$ cat src/rtl/pwr_wake_pkg.sv
// Shared types for the power state and wake controller.
// Assumes the 2-bit PCI power-state code is used unchanged on the ports.
package pwr_wake_pkg;
    typedef enum logic [1:0] {
        PS_D0 = 2'd0,
        PS_D1 = 2'd1,
        PS_D2 = 2'd2,
        PS_D3 = 2'd3
    } pstate_e;

    localparam int SRC_PATTERN = 0;
    localparam int SRC_MAGIC   = 1;
    localparam int SRC_LINK    = 2;
endpackage

$ cat src/rtl/pwr_state_fsm.sv
// Power-state register, recovery timer and access qualifiers.
// Takes a target-state write only when no recovery window is running.
// Assumes at most one write strobe of each kind per cycle.
// Entry into D3 hot wins over a command write made in the same cycle.
module pwr_state_fsm
    import pwr_wake_pkg::*;
#(
    parameter int D2_REC_CYC = 4,
    parameter int D3_REC_CYC = 12
) (
    input  logic       clk,
    input  logic       rst_n,
    input  logic       ps_wr_en,
    input  logic [1:0] ps_wr_data,
    input  logic       cap_d1,
    input  logic       cap_d2,
    input  logic       cmd_wr_en,
    input  logic       cmd_io_en,
    input  logic       cmd_mem_en,
    output pstate_e    state_o,
    output logic       d0_uninit,
    output logic       acc_cfg,
    output logic       acc_io,
    output logic       acc_mem
);
    localparam int REC_MAX = (D2_REC_CYC > D3_REC_CYC) ? D2_REC_CYC : D3_REC_CYC;
    localparam int CW      = $clog2(REC_MAX + 2);

    pstate_e       state_q;
    pstate_e       tgt;
    logic [CW-1:0] rec_cnt;
    logic          busy;
    logic          legal;
    logic          take;
    logic          uninit_q;
    logic          io_q;
    logic          mem_q;

    assign busy = (rec_cnt != '0);

    // Legality of the requested move, given capabilities and the current state.
    always_comb begin
        tgt = pstate_e'(ps_wr_data);
        if (state_q == PS_D3) begin
            legal = (tgt == PS_D0);
        end else begin
            case (tgt)
                PS_D1:   legal = cap_d1;
                PS_D2:   legal = cap_d2;
                default: legal = 1'b1;
            endcase
        end
        take = ps_wr_en && !busy && legal && (tgt != state_q);
    end

    // State, recovery countdown and decode-enable registers.
    always_ff @(posedge clk) begin
        if (!rst_n) begin
            state_q  <= PS_D0;
            rec_cnt  <= '0;
            uninit_q <= 1'b1;
            io_q     <= 1'b0;
            mem_q    <= 1'b0;
        end else begin
            if (busy) begin
                rec_cnt <= rec_cnt - 1'b1;
            end
            if (cmd_wr_en && !busy) begin
                io_q  <= cmd_io_en;
                mem_q <= cmd_mem_en;
                if (state_q == PS_D0) begin
                    uninit_q <= 1'b0;
                end
            end
            if (take) begin
                state_q <= tgt;
                if (tgt == PS_D3) begin
                    io_q  <= 1'b0;
                    mem_q <= 1'b0;
                end
                if (state_q == PS_D3) begin
                    uninit_q <= 1'b1;
                    rec_cnt  <= CW'(D3_REC_CYC);
                end else if (state_q == PS_D2 && tgt == PS_D0) begin
                    rec_cnt  <= CW'(D2_REC_CYC);
                end
            end
        end
    end

    // Access qualifiers seen by the bus decoder.
    always_comb begin
        state_o   = state_q;
        d0_uninit = (state_q == PS_D0) && uninit_q;
        acc_cfg   = !busy;
        acc_io    = !busy && (state_q == PS_D0) && io_q;
        acc_mem   = !busy && (state_q == PS_D0) && mem_q;
    end
endmodule

$ cat src/rtl/wake_collect.sv
// Per-source wake enables, sticky status and the active-low event pin.
// Assumes detector pulses last one cycle, and cfg_ok gates all software writes.
// The source at PATTERN_IDX is masked while the function is in D0.
module wake_collect #(
    parameter int NSRC        = 3,
    parameter int PATTERN_IDX = 0
) (
    input  logic            clk,
    input  logic            rst_n,
    input  logic            cfg_ok,
    input  logic            in_d0,
    input  logic            en_wr,
    input  logic [NSRC-1:0] en_data,
    input  logic            pin_wr,
    input  logic            pin_data,
    input  logic            clr_wr,
    input  logic [NSRC-1:0] clr_mask,
    input  logic [NSRC-1:0] wake_pulse,
    output logic [NSRC-1:0] sts,
    output logic            pme_n
);
    logic [NSRC-1:0] en_q;
    logic [NSRC-1:0] sts_q;
    logic [NSRC-1:0] seen;
    logic            pin_q;

    // Enable register and pin enable, written only when configuration is allowed.
    always_ff @(posedge clk) begin
        if (!rst_n) begin
            en_q  <= '0;
            pin_q <= 1'b0;
        end else begin
            if (en_wr && cfg_ok)  en_q  <= en_data;
            if (pin_wr && cfg_ok) pin_q <= pin_data;
        end
    end

    for (genvar i = 0; i < NSRC; i++) begin : g_src
        localparam bit MASK_IN_D0 = (i == PATTERN_IDX);

        // Recognised event for this source.
        assign seen[i] = wake_pulse[i] && en_q[i] && !(MASK_IN_D0 && in_d0);

        // Sticky status bit: set wins over a write-one clear.
        always_ff @(posedge clk) begin
            if (!rst_n) begin
                sts_q[i] <= 1'b0;
            end else if (seen[i]) begin
                sts_q[i] <= 1'b1;
            end else if (clr_wr && cfg_ok && clr_mask[i]) begin
                sts_q[i] <= 1'b0;
            end
        end
    end

    assign sts   = sts_q;
    assign pme_n = ~(pin_q && |(sts_q & en_q));
endmodule

$ cat src/rtl/pwr_wake_ctrl.sv
// Top level: power state tracking and wake event collection for one function.
// Assumes wake detectors and configuration decode sit outside this block.
module pwr_wake_ctrl
    import pwr_wake_pkg::*;
#(
    parameter int NSRC       = 3,
    parameter int D2_REC_CYC = 4,
    parameter int D3_REC_CYC = 12
) (
    input  logic            clk,
    input  logic            rst_n,
    input  logic            ps_wr_en,
    input  logic [1:0]      ps_wr_data,
    input  logic            cap_d1,
    input  logic            cap_d2,
    input  logic            cmd_wr_en,
    input  logic            cmd_io_en,
    input  logic            cmd_mem_en,
    input  logic            wake_en_wr,
    input  logic [NSRC-1:0] wake_en_data,
    input  logic            pin_en_wr,
    input  logic            pin_en_data,
    input  logic            sts_clr_wr,
    input  logic [NSRC-1:0] sts_clr_mask,
    input  logic [NSRC-1:0] wake_pulse,
    output logic [1:0]      pwr_state,
    output logic            d0_uninit,
    output logic            acc_cfg,
    output logic            acc_io,
    output logic            acc_mem,
    output logic [NSRC-1:0] wake_sts,
    output logic            pme_n
);
    pstate_e st;

    pwr_state_fsm #(
        .D2_REC_CYC (D2_REC_CYC),
        .D3_REC_CYC (D3_REC_CYC)
    ) u_fsm (
        .clk        (clk),
        .rst_n      (rst_n),
        .ps_wr_en   (ps_wr_en),
        .ps_wr_data (ps_wr_data),
        .cap_d1     (cap_d1),
        .cap_d2     (cap_d2),
        .cmd_wr_en  (cmd_wr_en),
        .cmd_io_en  (cmd_io_en),
        .cmd_mem_en (cmd_mem_en),
        .state_o    (st),
        .d0_uninit  (d0_uninit),
        .acc_cfg    (acc_cfg),
        .acc_io     (acc_io),
        .acc_mem    (acc_mem)
    );

    wake_collect #(
        .NSRC        (NSRC),
        .PATTERN_IDX (SRC_PATTERN)
    ) u_wake (
        .clk        (clk),
        .rst_n      (rst_n),
        .cfg_ok     (acc_cfg),
        .in_d0      (st == PS_D0),
        .en_wr      (wake_en_wr),
        .en_data    (wake_en_data),
        .pin_wr     (pin_en_wr),
        .pin_data   (pin_en_data),
        .clr_wr     (sts_clr_wr),
        .clr_mask   (sts_clr_mask),
        .wake_pulse (wake_pulse),
        .sts        (wake_sts),
        .pme_n      (pme_n)
    );

    assign pwr_state = st;
endmodule

$ cat config.mk
export PLATFORM = sky130hd
export DESIGN_NAME = pwr_wake_ctrl
export DESIGN_NICKNAME = d
export VERILOG_FILES = /design/src/rtl/pwr_wake_pkg.sv /design/src/rtl/pwr_state_fsm.sv /design/src/rtl/wake_collect.sv /design/src/rtl/pwr_wake_ctrl.sv
export SDC_FILE = /design/constraint.sdc
export NUM_CORES = 1
export LEC_CHECK = 0
export BUFFER_PORTS_ARGS = -buffer_cell sky130_fd_sc_hd__buf_4
export CAP_MARGIN = 20
export CORE_MARGIN = 5
export CORE_UTILIZATION = 41
export DETAILED_ROUTE_END_ITERATION = 10
export PLACE_DENSITY = 0.81
export SYNTH_ARGS = -nofsm -noshare
export SYNTH_HDL_FRONTEND = slang
export SYNTH_SLANG_ARGS = --single-unit
export TNS_END_PERCENT = 50
$ cat constraint.sdc
create_clock -name clk -period 3.3 [get_ports clk]
set_input_delay 0.165 -clock clk [delete_from_list [all_inputs] [get_ports clk]]
set_output_delay 0.165 -clock clk [all_outputs]
set_load 0.005 [all_outputs]
# Word level (Yosys, flattened, before mapping)
# Index checks and enable logic that the tools add are counted.
dict set report word_totals {
  reg_bits 16
  inputBits 23
  output_inout_bits 10
}
dict set report classes {
  reduce_logical 29
  n_eq_ne 6
  n_bitwise 2
  addsub 1
  n_mux 22
}
# op n
set ops {}
lappend ops {{$logic_and 1x1->1} 20}
lappend ops {{$mux 1} 17}
lappend ops {{$mux 4} 4}
lappend ops {{$eq 2x2->1 const B} 4}
lappend ops {{$reduce_bool 2->1} 3}
lappend ops {{$logic_not 2->1} 2}
lappend ops {{$reduce_bool 4->1} 1}
lappend ops {{$sub 4x1->4 const B} 1}
lappend ops {{$and 3x3->3} 1}
lappend ops {{$reduce_or 3->1} 1}
lappend ops {{$eq 2x1->1 const B} 1}
lappend ops {{$logic_not 1->1} 2}
lappend ops {{$ne 2x2->1} 1}
lappend ops {{$pmux 1 s2} 1}
lappend ops {{$not 1->1} 1}

# Longest topological paths before layout
# Gate-level depths: netlist (run 1).
dict set report depth {
  word_depth 6
  mapped_depth 7
  ltp_nobuf 6
}

# Modules after synthesis
# Synthesis (run 1) repeated with hierarchy kept, for this count alone.
dict set report unflattened {
  hier_cells 105
  area_unflattened_um2 918.4
}
# module seq_area_each_um2 cells_each area_per_inst_um2 n_inst
set modules_own_cells {}
lappend modules_own_cells {pwr_state_fsm 180.2 69 581.8 1}
lappend modules_own_cells {wake_collect 140.1 35 332.8 1}
lappend modules_own_cells {pwr_wake_ctrl 0.0 1 3.8 1}

# Worst setup path before layout (run 1)
# No wires, ideal clock.
dict set report synth_timing {
  path_type {register to register}
  start {register u_fsm.rec_cnt[0]}
  end {register u_fsm.rec_cnt[0]}
  t_arrival_ps 1457
  path_slack_ps 1727
  path_stages_with_launch 7
  synth_period_minus_slack_ps 1573
  cell_sequence {dfxtp_1 -> inv_1 -> ha_1 -> nor3b_4 -> o221a_2 -> nand3_4 -> o211a_1}
}
dict set report synth_via {
  elab_chain_len 6
  word_cells_on_any_way 10
  classes_between {add/sub (1); mux (4); reduce/logical (5)}
}
# element line_no
set synth_lines {}
lappend synth_lines {{start: declaration} pwr_state_fsm.sv:31} ;# logic [CW-1:0] rec_cnt;
lappend synth_lines {{start signal: assignment} pwr_state_fsm.sv:66} ;# rec_cnt <= rec_cnt - 1'b1;
lappend synth_lines {{start signal: assignment} pwr_state_fsm.sv:83} ;# rec_cnt <= CW'(D3_REC_CYC);
lappend synth_lines {{start signal: assignment} pwr_state_fsm.sv:85} ;# rec_cnt <= CW'(D2_REC_CYC);
lappend synth_lines {{branches (longest 5 deep; another with $sub 4x1->4)} n/a}
lappend synth_lines {{$mux 4 (*)} pwr_state_fsm.sv:75} ;# if (take) begin
# Every way passes the cells marked *.
# A chain may end at the register's enable or synchronous reset.

# Final worst setup path (run 1)
dict set report layout_timing {
  start {register u_fsm.rec_cnt[0]}
  end {output acc_mem}
}
dict set report layout_via {
  elab_chain_len 4
}
# element line_no
set layout_lines {}
lappend layout_lines {{$reduce_bool 4->1} pwr_state_fsm.sv:39} ;# assign busy = (rec_cnt != '0);
lappend layout_lines {{$logic_not 1->1} pwr_state_fsm.sv:97} ;# acc_mem = !busy && (state_q == PS_D0) && mem_q;
lappend layout_lines {{$logic_and 1x1->1 (2 in a row)} pwr_state_fsm.sv:97}
lappend layout_lines {{end: declaration} pwr_wake_ctrl.sv:30} ;# output logic acc_mem,
# No other way between the ends.

==> impl_metrics.json, run 1 <==
{
  "ctsHoldBuffers": 0,
  "place_inst": 156,
  "io_buffers": 32,
  "yosys.area_share.simple_pct": 24.82,
  "power.switching_mw": 0.2540,
  "stdcell_area_sq_mm": 0.001141,
  "synthArstFlopShare_pct": 0,
  "cts_resized": 0,
  "synthDistinctLibCells": 31,
  "clk_latency_ps": 280,
  "numClockSinks": 16,
  "yosys-top-cells-area": "dfxtp_1 37%, nand2_1 7.9%, ha_1 7.3%",
  "tightest_slew_ps": 618.2,
  "slew-limit-headroom_pct": 58.74,
  "criticalPathCategory": "reg2out",
  "pwr-share-seq_pct": 39.5,
  "status": "finished clean",
  "die_w_um": 55.72,
  "setup_viol": 0,
  "p_leak_nw": 0.5344,
  "drtIter0Drc": 17,
  "grt_pass1_wl_um": 3491,
  "synth_area_sq_um": 857.1,
  "timing.final.ws_setup_ps": 1311,
  "crit_fanout": 17,
  "yosysTopAreaCell": "dfxtp_1",
  "rows": 16,
  "period_needed_ps": 1989,
  "grt_usage_pct": 13.57,
  "cts_root_buffer": "clkbuf_4",
  "detail-route-antenna-nets": 0,
  "whs_ps": 137.3,
  "synthTopCellsByCount": "18 x nand2_1, 16 x dfxtp_1, 8 x nand3_1",
  "synth_edf_count": 0,
  "syn_nets": 128,
  "syn_inst": 100,
  "die_h_um": 55.72,
  "post_cts_buffers": 0,
  "synth_top_family_by_area": "simple AND/OR/NAND/NOR gates",
  "hold_class": "in2reg",
  "ys_warn_count": 0,
  "numCtsBuffers": 3,
  "cap_violations": 0,
  "clockPowerShare_pct": 13.8,
  "fin_util_pct": 57.58,
  "wl_per_cell_um": 12.50,
  "p_comb_share_pct": 46.7,
  "grt_pass1_vias": 824,
  "drv_slew": 0,
  "internal_power_mw": 0.4460,
  "avgSynthCellArea_sq_um": 8.571,
  "fmax_ghz": 0.5029,
  "io_pins": 33,
  "dieArea_sq_mm": 0.003105,
  "dp_worst_setup_slack_ps": 1310,
  "yosysMostFrequentCell": "nand2_1",
  "htree_levels": 1,
  "total_power_mw": 0.7000,
  "clk_pin_slew_ps": 90,
  "arrival_ps": 1820,
  "period_share_pct": 60.26,
  "place_congestion": 0.8085,
  "cts_tree": "yes",
  "synth_mux_area_share_pct": 4.964,
  "num-nets-final": 162,
  "core_area_sq_mm": 0.001982,
  "startpoint_type": "register",
  "ys_seq_area_share_pct": 37.37,
  "worst_ep_required_time_ps": 3130,
  "synthXorXnorAreaFrac_pct": 3.066,
  "ys_seq_elements": 16,
  "syn_to_final_growth_pct": 33.14,
  "initial_core_util_pct": 43.24,
  "hold_viol_final": 0,
  "first_pass_iters": 6,
  "fin_tns_setup_ps": 0,
  "seq_area_sq_um": 320.3,
  "swShare_pct": 36.29,
  "grt_max_degree": 18,
  "cts_buffer_depth": 2,
  "multi_input_area_sq_um": 498.0,
  "vdd_drop_max_v": 0.0004359,
  "skew_ps": 5.299,
  "r2r_slack_ps": 1320,
  "placed_area_sq_mm": 0.001119,
  "drt-vias-per-instance": 5.119,
  "rsz0062_at_grt": "no",
  "dp_hpwl_um": 1648,
  "overflow": 0,
  "n_fill_cell": 175,
  "drc": 0,
  "diodes": 0,
  "fin_cells": 159,
  "antenna_found_initial": 0,
  "power_density_mw_per_mm2": 613.5,
  "num_vias": 814,
  "wl_um": 1988,
  "synth-compound-area-share_pct": 17.96,
  "synth_fa_ha_area_share_pct": 7.299,
  "end_kind": "output port",
  "synth_ff_type": "dfxtp_1",
  "drive_gt1_share_pct": 31.06,
  "yosys.area.top_type_share_pct": 37.37
}
-- cells by family (layout without fill, tap and decap cells) --
group / count (synthesis) / count (layout)
AOI/OAI and AO/OA: 21 / 21
xor gates and xnor gates: 3 / 3
adders and majority gates: 5 / 5
buffers and inverters: 10 / 42
DFF: 16 / 16
muxes: 4 / 4
and+or+nand+nor: 41 / 41
-- worst max-delay path: stages (launching register included) --
cell and delay [ps]:
dfxtp_1 340, inv_1 60, ha_1 200, nor3b_4 570, and3_1 270, buf_4 110
-- power by group through the flow --
stage | combinational, mW | sequential (mW) | clock, mW
4_1_cts | 0.333 | 0.276 | 0.100
3_3_place_gp | 0.320 | 0.277 | 0
2_1_floorplan | 0.237 | 0.269 | 0
6_report | 0.327 | 0.276 | 0.0966
5_1_grt | 0.364 | 0.283 | 0.107
3_5_place_dp | 0.331 | 0.281 | 0
-- path summary, 6_finish.rpt --
check / from / to / cells past startpoint
max: u_fsm.rec_cnt[0] / acc_mem / 5
min: wake_pulse[1] / u_wake.sts[1] / 3
max reg2reg: u_fsm.rec_cnt[0] / u_fsm.rec_cnt[1] / 6
min reg2reg: u_wake.pin_q / u_wake.pin_q / 2
-- layer usage --
metal / up-vias / wire length [um] / GRT usage [%]
met5: - / 0 / 0
met4: 0 / 10 / 3.819
met3: 2 / 62 / 5.336
met2: 9 / 1080 / 24.16
met1: 384 / 835 / 14.74
li1: 419 / - / -
-- sequential cells by signal, indices dropped and copies added, names as in the netlist --
| name | flops |
|---|---|
| u_fsm.io_q | 1 |
| u_fsm.mem_q | 1 |
| u_fsm.rec_cnt | 4 |
| u_fsm.state_o | 2 |
| u_fsm.uninit_q | 1 |
| u_wake.en_q | 3 |
| u_wake.pin_q | 1 |
| u_wake.sts | 3 |
-- layout by cell type (no fill, tap or decap), drive strengths merged --
cell,n
inv,6
nor2,5
a21oi,6
xor2,2
nand3b,1
nand4,1
and3,2
nor3b,1
a222oi,1
mux2,2
nand3,9
o211a,4
or3,1
buf,32
clkbuf,3
o22ai,1
o2111ai,1
nand2,18
a22oi,2
nand2b,1
clkinv,1
and2,1
o31ai,1
o221a,1
o21ai,4
dfxtp,16
nor3,1
xnor2,1
ha,5
mux2i,2
-- area by class of cell --
class | count | area share, %
well taps | 27 | 2.961
multi-input cells | 74 | 43.64
flip-flops and latches | 16 | 28.07
clock buffers | 3 | 1.974
inverters | 7 | 2.303
repair buffers | 32 | 21.05
Note: power is estimated with default switching activity, not from simulation.
==> run 2, diff against run 1 <==
--- a/config.mk
+++ b/config.mk
@@ -5,12 +5,13 @@
 export SDC_FILE = /design/constraint.sdc
 export NUM_CORES = 1
 export LEC_CHECK = 0
+export ABC_AREA = 1
 export BUFFER_PORTS_ARGS = -buffer_cell sky130_fd_sc_hd__buf_4
 export CAP_MARGIN = 20
 export CORE_MARGIN = 5
 export CORE_UTILIZATION = 41
 export DETAILED_ROUTE_END_ITERATION = 10
-export PLACE_DENSITY = 0.81
+export PLACE_DENSITY = 0.8
 export SYNTH_ARGS = -nofsm -noshare
 export SYNTH_HDL_FRONTEND = slang
 export SYNTH_SLANG_ARGS = --single-unit
==> constraint.sdc (replaced) <==
create_clock -name clk -period 2 [get_ports clk]
set_input_delay 0.1 -clock clk [delete_from_list [all_inputs] [get_ports clk]]
set_output_delay 0.1 -clock clk [all_outputs]
set_load 0.005 [all_outputs]
==> run 2 against run 1 <==
Hold slack worse by 100 ps. First-iteration DRC count up 110%. Core utilization down 1.8 points. Total power up 89%. Critical path type unchanged. Sequential share of layout area down 1.9 points. Critical path depth unchanged. Clock skew up 0.69 ps.
==> impl_metrics.json, run 2 <==
{
  "dr_wl_met2_um": 1033,
  "grt_usage_pct": 12.66,
  "wl_um": 2041,
  "synthTopCellsByCount": "35 x nand2_1, 16 x dfxtp_1, 16 x inv_1",
  "tightest_slew_ps": 375.5,
  "post_cts_buffers": 0,
  "cp_cell_sequence": "inv_1, ha_1, nand2_2, nor3b_1, buf_4",
  "slowest_stage": "dfxtp_1",
  "yosys-top-cells-area": "dfxtp_1 35%, nand2_1 14%, ha_1 6.8%",
  "slew-limit-headroom_pct": 74.94,
  "skew_ps": 5.991,
  "min_path_cells": 2,
  "cap_violations": 0,
  "cp_top_family": "simple AND/OR/NAND/NOR gates",
  "syn_to_final_growth_pct": 32.03,
  "die_w_um": 57.52,
  "ys_warn_count": 0,
  "syn_inst": 130,
  "drv_slew": 0,
  "synth_area_sq_um": 925.9,
  "die_h_um": 57.52,
  "ys_seq_elements": 16,
  "timing.final.ws_setup_ps": 408.2,
  "hold_path_startpoint": "rst_n",
  "arrival_ps": 1490,
  "synth_ff_type": "dfxtp_1",
  "clockPowerShare_pct": 15.6,
  "grt_pass1_wl_um": 3387,
  "clk_pin_slew_ps": 90,
  "period_share_pct": 79.59,
  "drtIter0Drc": 35,
  "cts_resized": 0,
  "worst_r2r_endpoint": "u_fsm.io_q",
  "detail-route-antenna-nets": 0,
  "period_needed_ps": 1592,
  "timing.critical_path.buf_inv": 2,
  "wl_per_cell_um": 10.63,
  "layout_commonest_cell": "nand2_1",
  "diodes": 0,
  "avgSynthCellArea_sq_um": 7.122,
  "cts_tree": "yes",
  "p_leak_nw": 0.6266,
  "io_pins": 33,
  "dp_hpwl_um": 1724,
  "clk_latency_ps": 280,
  "cts_root_buffer": "clkbuf_4",
  "rsz0062_at_grt": "no",
  "io_buffers": 32,
  "yosysTopAreaCell": "dfxtp_1",
  "power_density_mw_per_mm2": 1082,
  "grt_max_degree": 13,
  "fin_util_pct": 55.80,
  "drc": 0,
  "num-nets-final": 193,
  "wl_met1_um": 817,
  "whs_ps": 35.52,
  "topRoutingLayerUsed": "met4",
  "r2r_slack_ps": 600,
  "syn_nets": 158,
  "overflow": 0,
  "place_congestion": 0.8759,
  "status": "finished clean",
  "num_vias": 934,
  "fmax_ghz": 0.6282,
  "setup_viol": 0,
  "cts_buffer_depth": 2,
  "synth_edf_count": 0,
  "pwr-share-seq_pct": 34.9,
  "layout_common_cells": "35 x nand2_1, 32 x buf_4, 16 x inv_1, 16 x dfxtp_1",
  "internal_power_mw": 0.7871,
  "htree_levels": 1,
  "total_power_mw": 1.323,
  "largest_register_ffs": 4,
  "dp_worst_setup_slack_ps": 608.4,
  "yosys.area.top_type_share_pct": 34.59,
  "synthDistinctLibCells": 24,
  "drt-vias-per-instance": 4.865,
  "r2r-start": "u_fsm.rec_cnt[0]",
  "core_area_sq_mm": 0.002191,
  "min_to": "u_fsm.uninit_q",
  "dieArea_sq_mm": 0.003309,
  "antenna_found_initial": 0,
  "power.switching_mw": 0.5359,
  "first_pass_iters": 5,
  "crit_fanout": 12,
  "rr_worst_depth": 8,
  "crit_path_max_incr_delay_ps": 330,
  "swShare_pct": 40.51,
  "worst_ep_required_time_ps": 1900,
  "rows": 17,
  "ctsHoldBuffers": 0,
  "end_kind": "output port",
  "startpoint_type": "register",
  "numClockSinks": 16,
  "drive_gt1_share_pct": 30.49,
  "hold_viol_final": 0,
  "synthArstFlopShare_pct": 0,
  "numCtsBuffers": 3,
  "ys_seq_area_share_pct": 34.59,
  "fin_tns_setup_ps": 0,
  "yosysMostFrequentCell": "nand2_1",
  "largest_register": "u_fsm.rec_cnt",
  "vdd_drop_max_v": 0.0005067,
  "grt_pass1_vias": 861,
  "p_comb_share_pct": 49.5,
  "initial_core_util_pct": 42.26,
  "hold_class": "in2reg",
  "criticalPathCategory": "reg2out",
  "dr_wl_met3_um": 179
}
-- run 2: how the worst max path moves through the flow --
stage,startpoint,to,depth (start not counted)
2_1_floorplan,u_fsm.rec_cnt[0],u_fsm.io_q,8
3_5_place_dp,u_fsm.rec_cnt[0],u_wake.en_q[2],7
4_1_cts,u_fsm.rec_cnt[0],acc_io,5
6_report,u_fsm.rec_cnt[0],acc_io,5
3_3_place_gp,u_fsm.rec_cnt[0],u_wake.sts[0],7
5_1_grt,u_fsm.rec_cnt[0],acc_io,5
-- run 2: cell type report --
cell class                      instances  area, sq um
Fill cell                             229        968.4
Multi-Input combinational cell         93        519.2
Tap cell                               28        35.03
Clock buffer                            4        36.28
Timing Repair Buffer                   32        240.2
Inverter                               19        71.32
Sequential cell                        16        320.3
-- run 2: worst reg2reg max path, stage by stage, from the launching register on --
cell,delay [ps]
dfxtp_1,330
inv_1,70
ha_1,230
nand2_2,190
nor2_1,180
nand2_1,70
a21oi_1,160
nand2_1,70
inv_1,50
-- run 2: cell families (layout without fill, tap and decap cells) --
| logic type | Yosys count | count (layout) | share of synthesized area, % |
|---|---|---|---|
| AND/OR/NAND/NOR | 69 | 69 | 36.22 |
| buffers and inverters | 21 | 55 | 9.324 |
| AO/OA/AOI/OAI | 16 | 16 | 10.27 |
| flip-flops | 16 | 16 | 34.59 |
| adder cells (fa/ha/maj) | 5 | 5 | 6.757 |
| XOR/XNOR | 3 | 3 | 2.838 |
-- run 2: per-stage QoR --
step	instances	instance area [sq um]
after global routing	192	1222
after floorplan	130	925.9
after detailed placement	188	1186
after CTS	192	1222
after global placement	188	1186
final	192	1222
-- run 2: power groups by stage --
| stage | registers, mW | clock network (mW) | logic (mW) |
|---|---|---|---|
| after detailed placement | 0.469 | 0 | 0.659 |
| after CTS | 0.462 | 0.215 | 0.664 |
| after global routing | 0.471 | 0.226 | 0.754 |
| after floorplan | 0.457 | 0 | 0.509 |
| final | 0.461 | 0.207 | 0.655 |
| after global placement | 0.465 | 0 | 0.637 |
-- run 2: metal layers --
layer  up-vias  GRT usage (%)
met1       416          12.74
met4         0          4.967
met2        33          24.03
met3         4          3.620
li1        481              -
met5         -              0
